--- config.mk ---
export PLATFORM = sky130hd
export DESIGN_NAME = ep_rx_drain
export DESIGN_NICKNAME = d
export VERILOG_FILES = /design/src/rtl/ep_rx_drain.sv
export SDC_FILE = /design/constraint.sdc
export NUM_CORES = 2
export LEC_CHECK = 0
export BUFFER_PORTS_ARGS = -buffer_cell sky130_fd_sc_hd__buf_2
export CELL_PAD_IN_SITES_DETAIL_PLACEMENT = 0
export CELL_PAD_IN_SITES_GLOBAL_PLACEMENT = 1
export CORE_MARGIN = 1.5
export CORE_UTILIZATION = 29
export CTS_BUF_LIST = sky130_fd_sc_hd__clkbuf_16
export CTS_CLUSTER_SIZE = 12
export DETAILED_ROUTE_END_ITERATION = 16
export PLACE_DENSITY = 0.44
export SLEW_MARGIN = 5
export SYNTH_ARGS = -nofsm -noshare
export SYNTH_HDL_FRONTEND = slang
export SYNTH_SLANG_ARGS = --single-unit
export TNS_END_PERCENT = 1
--- constraint.sdc ---
create_clock -name clk -period 5.4 [get_ports clk]
set_input_delay 1.08 -clock clk [delete_from_list [all_inputs] [get_ports clk]]
set_output_delay 1.08 -clock clk [all_outputs]
set_load 0.03 [all_outputs]
--- src/rtl/ep_rx_drain.sv ---
module ep_rx_drain #(
  parameter int NUM_EP = 4,
  parameter int BUF_WORDS = 16,
  parameter int LEN_W = 10,
  parameter logic [NUM_EP-1:0] ISO_MASK = 4'b1010,
  localparam int EP_W = $clog2(NUM_EP),
  localparam int AW = $clog2(BUF_WORDS)
) (
  input  logic             clk,
  input  logic             rst_n,
  input  logic             wr_en,
  input  logic [EP_W-1:0]  wr_ep,
  input  logic [AW-1:0]    wr_addr,
  input  logic [31:0]      wr_data,
  input  logic             cmt_en,
  input  logic [EP_W-1:0]  cmt_ep,
  input  logic [LEN_W-1:0] cmt_len,
  input  logic             cmt_err,
  input  logic             bus_rst,
  input  logic             sel_en,
  input  logic [EP_W-1:0]  ep_sel,
  input  logic             rd_en,
  input  logic             irq_clr,
  output logic [31:0]      rd_data,
  output logic [31:0]      rx_status,
  output logic             eop_irq
);
  localparam int DEPTH = NUM_EP * BUF_WORDS;

  logic [31:0]      mem [DEPTH];
  logic [NUM_EP-1:0] full, bad;
  logic [LEN_W-1:0] len_tab [NUM_EP];
  logic [EP_W-1:0]  cur;
  logic [AW-1:0]    ptr;
  logic [LEN_W-1:0] rem, take;
  logic             rdy, dv;
  logic [31:0]      rd_q, rd_word;
  logic             do_rd, last;

  assign take    = (rem > LEN_W'(4)) ? LEN_W'(4) : rem;
  assign do_rd   = rd_en && !sel_en && rdy;
  assign last    = do_rd && (rem <= LEN_W'(4));
  assign rd_data = rd_q;
  assign rx_status = {20'b0, rdy, dv, rem};

  always_comb begin
    rd_word = mem[{cur, ptr}];
    for (int b = 0; b < 4; b++)
      if (LEN_W'(b) >= take) rd_word[8*b +: 8] = 8'h00;
  end

  always_ff @(posedge clk)
    if (wr_en) mem[{wr_ep, wr_addr}] <= wr_data;

  always_ff @(posedge clk) begin
    if (!rst_n) begin
      full <= '0;
      bad  <= '0;
      for (int e = 0; e < NUM_EP; e++) len_tab[e] <= '0;
      cur  <= '0;
      ptr  <= '0;
      rem  <= '0;
      rdy  <= 1'b0;
      dv   <= 1'b0;
      rd_q <= '0;
      eop_irq <= 1'b0;
    end else begin
      if (irq_clr) eop_irq <= 1'b0;
      if (sel_en) begin
        cur <= ep_sel;
        ptr <= '0;
        if (full[ep_sel]) begin
          rdy <= 1'b1;
          dv  <= !bad[ep_sel];
          rem <= len_tab[ep_sel];
        end else begin
          rdy <= 1'b0;
          dv  <= 1'b0;
          rem <= '0;
        end
      end else if (rd_en) begin
        if (!rdy) begin
          rd_q <= '0;
        end else begin
          rd_q <= rd_word;
          rem  <= rem - take;
          ptr  <= ptr + 1'b1;
          if (last) begin
            rdy <= 1'b0;
            dv  <= 1'b0;
            full[cur] <= 1'b0;
            eop_irq <= 1'b1;
          end
        end
      end
      if (cmt_en && (!cmt_err || ISO_MASK[cmt_ep])) begin
        full[cmt_ep]    <= 1'b1;
        bad[cmt_ep]     <= cmt_err;
        len_tab[cmt_ep] <= cmt_len;
      end
      if (bus_rst) begin
        bad <= bad | full;
        if (rdy && !last) dv <= 1'b0;
      end
    end
  end

  AST_STEP_DOWN: assert property (@(posedge clk) disable iff (!rst_n)
    do_rd && rem > LEN_W'(4) |=> rdy && rem == $past(rem) - LEN_W'(4));
  AST_LAST_WORD: assert property (@(posedge clk) disable iff (!rst_n)
    last |=> !rdy && rem == '0 && eop_irq);
  AST_IDLE_READ: assert property (@(posedge clk) disable iff (!rst_n)
    rd_en && !sel_en && !rdy && !irq_clr |=> rd_data == '0 && $stable(rem) && $stable(eop_irq));
  AST_SEL_EMPTY: assert property (@(posedge clk) disable iff (!rst_n)
    sel_en && !full[ep_sel] |=> !rdy && rem == '0);
  AST_ERR_DROP: assert property (@(posedge clk) disable iff (!rst_n)
    cmt_en && cmt_err && !ISO_MASK[cmt_ep] && !full[cmt_ep] |=> !full[$past(cmt_ep)]);
  AST_CLR_EOP: assert property (@(posedge clk) disable iff (!rst_n)
    irq_clr && !last |=> !eop_irq);
endmodule

Yosys cells after proc, flatten, opt, wreduce, memory -nomap -nowiden --
Memory sizes are Yosys's and may differ from the RTL's. Index checks and enable logic that the tools add are counted.
Word-level totals: register bits after elaboration 59, memory bits (writable) 2088, input port bits 61, output and inout bits 65, logic and storage cells 105, memories 2
Memory list:
- mem | words 64, width 32, rd ports 1, clocked after memory_dff 0, write ports 1, RTL line 30 | logic [31:0] mem [DEPTH];
- len_tab | words 4, width 10, rd ports 1, clocked after memory_dff 0, write ports 4, RTL line 32 | logic [LEN_W-1:0] len_tab [NUM_EP];
Cells by class: $add $sub $neg 2, magnitude comparators 11, muxes and demuxes 55, bitwise gates (word level) 6, reduce and logical (&&, ||, !) cells 20
Operator list (count):
- $mux W10 | 6
- $mux W32 | 1
- $mux W4 | 8
- $mux W8 | 4
- $mux W1 | 29
- $ge A1 B10 Y1 const A | 2
- $ge A2 B10 Y1 const A | 2
- $gt A10 B3 Y1 const B | 1
- $le A10 B3 Y1 const B | 1
- $reduce_or A10 Y1 | 1
- $sub A10 B10 Y10 | 1
- $lt A2 B3 Y1 const B | 3
- $or A4 B4 Y4 | 2
- $logic_and A1 B1 Y1 | 7
- $bmux W1 S2 | 3
- $reduce_and A2 Y1 | 3
- $reduce_bool A2 Y1 | 3
- $add A4 B1 Y4 const B | 1
- $and A4 B4 Y4 | 1
- $bwmux W4 | 1
- $demux W1 S2 | 2
- $ge A2 B1 Y1 const B | 2
- $logic_not A1 Y1 | 4
- $not A4 Y4 | 1
- 4 further kinds | 5

Depth between registers and ports, before layout --
depth in word-level cells 13, mapped depth 11, depth with buffers taken out 9

Worst setup path after synthesis --
OpenSTA, ideal clock, no wires.
path kind input port to flip-flop, from input wr_ep[1], to memory mem[32][0] (enable), setup time 461 ps, data arrival time 3944 ps, data required time 4939 ps, setup slack 995 ps, stages on the path 4, buffers on the path 1, cells stage by stage clkbuf_1 > nor4bb_1 > nand2b_1 > nor3_1
RTL lines:
- start: declaration | RTL line 12 | input logic [EP_W-1:0] wr_ep,
- end: declaration | RTL line 30
No word-level cell before the write port.

Worst setup path in the final report --
from register ptr[0], to register rd_q[18], in the netlist rd_data[18]
On the way: longest elaborated chain between the ends 3
Ends and longest elaborated chain:
- start: declaration | RTL line 34 | logic [AW-1:0] ptr;
- start signal: assignment | RTL line 87 | ptr <= ptr + 1'b1;
- $mem_v2 Z64 W32
- $mux W8 | RTL line 49 | if (LEN_W'(b) >= take) rd_word[8*b +: 8] = 8'h00;
- $mux W32 | RTL line 82 | if (!rdy) begin
- end signal: assignment | RTL line 85 | rd_q <= rd_word;
- end: declaration | RTL line 37 | logic [31:0] rd_q, rd_word;
No other way between the ends. A chain may end at the register's enable or synchronous reset.

==> impl_summary.txt <==
----------------------------------------------------
[Critical path]
  Required time of the critical path ... 6180 ps
  Arrival time of the worst setup path ... 4550 ps
  Startpoint type of the worst setup path ... flop
  Chain of cells forming the critical path ... buf_4, buf_4, mux2i_1, o22ai_1, nor3_1, nor4_1, buf_4, a32o_1
  Most repeated library cell on the critical path ... sky130_fd_sc_hd__buf_4
  Cell with the largest stage delay on the worst path ... sky130_fd_sc_hd__nor3_1
  Maximum single-stage delay on the critical path ... 1010 ps
  Sort of element at the end of the critical path ... flop
  Largest fanout of any net on the critical path ... 33
  Classification of the worst setup path ... reg -> reg
  Combined buffer and inverter count along the critical path ... 3
  Cell family with most CP delay ... simple AND/OR/NAND/NOR gates

[Power and ir drop]
  Leakage ... 28.6 nW
  Total power of the final layout ... 0.0344 W
  Maximum resistive drop on vdd ... 0.242 mV
  Power per standard cell area ... 358 nW/µm²

[Logic synthesis]
  Top FF cell, synth ... sky130_fd_sc_hd__edfxtp_1
  Count of flip-flops with a built-in enable after synthesis ... 2088
  Seq cells post-synth ... 2147
  Async set-reset flop share out of synthesis ... 0
  Cell types occupying the most area after synthesis ... sky130_fd_sc_hd__edfxtp_1 (76%), sky130_fd_sc_hd__mux4_2 (7.7%), sky130_fd_sc_hd__mux2i_1 (6.6%)
  Register area share after synthesis ... 0.772
  Share of the synthesized area in the top cell type ... 0.758
  Netlist cell types ... 66
  Mapped cell area ... 82700 µm²
  Mean cell area of the mapped netlist ... 19.9 µm²
  Syn Inst Count ... 4154
  Cell type contributing the most total cell area after synthesis ... sky130_fd_sc_hd__edfxtp_1
  Most numerous cell types in the synthesized netlist ... sky130_fd_sc_hd__edfxtp_1 (2088), sky130_fd_sc_hd__mux2i_1 (546), sky130_fd_sc_hd__mux4_2 (282)
  Most common cell in the synthesized netlist ... sky130_fd_sc_hd__edfxtp_1
  Synthesis Warnings ... 0

[Die]
  Top-Level Pins ... 126
  Core ar. ... 283000 µm²
  Die width ... 537 µm
  Floorplan die area ... 289000 µm²
  Initial standard-cell utilization of the core ... 0.292
  Number of core rows ... 195
  Height of the die ... 537 µm

[Min path]
  Path class of the lowest-slack min-delay path ... reg -> reg

[GRT]
  Maximum number of pins on one net before global-route repair ... 78
  Met1 track utilization from global routing ... 0.241
  GRT met3 Usage ... 0.0319
  Most congested layer reported by global routing ... met2
  Overall fraction of global-route tracks in use ... 0.177
  Met2 usage in global routing ... 0.291
  Global-route wire length before repair ... 356000 µm
  Number of global-route vias before repair ... 42800
  Number of antenna violations at the first check in global routing ... 7
  Overflow after GRT ... 0

[STA]
  Final total negative setup slack ... 0 ps
  Final cycle utilization of the critical path ... 0.698
  Least setup slack across all paths after layout ... 1630 ps
  Min Clock Period, post-route ... 3770 ps
  Final count of pins violating max slew ... 0
  Final setup vio count ... 0
  Hold violation count in the final report ... 0
  Setup repair after global routing missed its margin ... no
  Slew at the pin with the worst max-slew slack ... 1340 ps
  Worst max-slew margin expressed relative to the limit ... 0.102
  Clk_skew ... 58.1 ps
  Achievable Freq ... 0.265 GHz

[Run]
  Max-cap viol count ... 0

[Placement]
  Post-DP HPWL ... 162000 µm
  Routability congestion estimate ... 0.768
  DP Worst Slack ... 1090 ps
  Port Buffer Count ... 105

[Cells and area]
  Nets@finish ... 4532
  Fraction of final layout cells with drive strength greater than 1 ... 0.215
  Layout Area Growth over Synthesis ... 16.0%
  Number of fill cells in the layout ... 26800

[Drt]
  Residual DRC ... 0
  Routed length per placed instance ... 30.8 µm
  Vias per inst ... 4.91
  First-pass iteration count of the detailed router ... 5
  Total length of routed wires ... 259000 µm
  Post-route ant nets ... 0
  Via count ... 41200
  Initial DRC count ... 3220

[CTS]
  Clk_lat worst skew ... 900 ps
  Number of post-CTS setup repair buffers ... 0
  Number of sinks driven by the clock tree ... 2147
  TritonCTS Buffers ... 240
  Clock transition at the register clock pins on the worst setup and hold paths after CTS ... 60 ps
  Cts hold-fix bufs ... 0
  H-tree depth ... 4
  TritonCTS clock tree ... done
  Post_cts resized ... 0
  Number of buffers on the longest clock path ... 4
  Root buffer cell ... sky130_fd_sc_hd__clkbuf_16

[Run status]
  Result of the run ... finished, final reports clean

----------------------------------------------------
-- worst paths after layout --
path | start | to | slack, ps | cells after the start
worst max-delay path | ptr[0]$_SDFFE_PP0P_ | rd_data[18]$_SDFFE_PN0P_ | 1630 | 8
worst max register to register | ptr[0]$_SDFFE_PP0P_ | rd_data[18]$_SDFFE_PN0P_ | 1630 | 8
worst min-delay path | eop_irq$_SDFF_PN0_ | eop_irq$_SDFF_PN0_ | 470 | 2
worst min register to register | eop_irq$_SDFF_PN0_ | eop_irq$_SDFF_PN0_ | 470 | 2
-- power by group --
| group | switching [W] | internal, W | leakage (nW) |
|---|---|---|---|
| clock network | 0.00655 | 0.00853 | 3.73 |
| registers | 0.0000402 | 0.0184 | 19.3 |
| logic | 0.000677 | 0.000168 | 5.60 |
| total | 0.00727 | 0.0271 | 28.6 |
-- layout by cell type, fill, tap and decap left out, drive strengths merged, types with 20 or more instances in the layout --
master / count
edfxtp: 2088
mux2i: 546
buf: 320
mux4: 282
clkbuf: 242
o22ai: 227
nor3: 135
nor2: 117
clkinv: 96
inv: 82
dfxtp: 59
nand2: 58
a21oi: 56
o21ai: 40
a221oi: 38
a32o: 28
conb: 21
nor4: 20
-- registers in the layout (all words and copies together), names as in the netlist --
name	cells
mem	2048
len_tab	40
rd_data	32
rem	10
bad	4
full	4
ptr	4
cur	2
dv	1
eop_irq	1
rdy	1
-- through the flow --
stage | hold WS (ps) | cell area [µm²] | std cells | util
after floorplan | 443 | 82800 | 4173 | -
after global placement | 461 | 88800 | 7968 | 0.314
after detailed placement | 463 | 88800 | 7969 | 0.314
after CTS | 407 | 95900 | 8386 | 0.339
after global routing | 442 | 95900 | 8388 | 0.339
final | 471 | 96000 | 8393 | 0.339
-- logic make-up (layout without fill, tap and decap cells) --
logic type | Yosys count | after routing | share of synthesized area
flip-flops | 2147 | 2147 | 0.772
AO/OA/AOI/OAI | 473 | 473 | 0.0393
multiplexers | 842 | 842 | 0.145
XOR/XNOR | 3 | 3 | 0.000318
adder cells (fa/ha/maj) | 2 | 2 | 0.000302
other | 2 | 27 | 0.0000908
buffers and inverters | 282 | 753 | 0.0197
AND/OR/NAND/NOR | 403 | 403 | 0.0236
-- metal layers --
metal / share of wire / vias up / wire length [µm]
li1: - / 17800 / -
met1: 0.45 / 22200 / 115000
met2: 0.48 / 906 / 124000
met3: 0.046 / 321 / 11900
met4: 0.029 / 4 / 7480
met5: 0.000089 / - / 23
-- worst min-delay path, stage by stage, from the launching register on --
cell                       delay, ps
sky130_fd_sc_hd__dfxtp_1         300
sky130_fd_sc_hd__nand2b_1         60
sky130_fd_sc_hd__a21oi_1          60
-- area by class of cell --
class / instances / area [µm²] / share of cell area
sequential: 2147 / 63900 / 0.666
multi-input combinational: 1744 / 17800 / 0.186
clock buffer: 242 / 6060 / 0.0631
tap: 3743 / 4680 / 0.0488
timing repair buffer: 320 / 2360 / 0.0246
clock inverter: 175 / 1050 / 0.0110
inverter: 16 / 60.1 / 0.000626
antenna: 6 / 15.0 / 0.000156
Note: power is estimated with default switching activity, not from simulation.
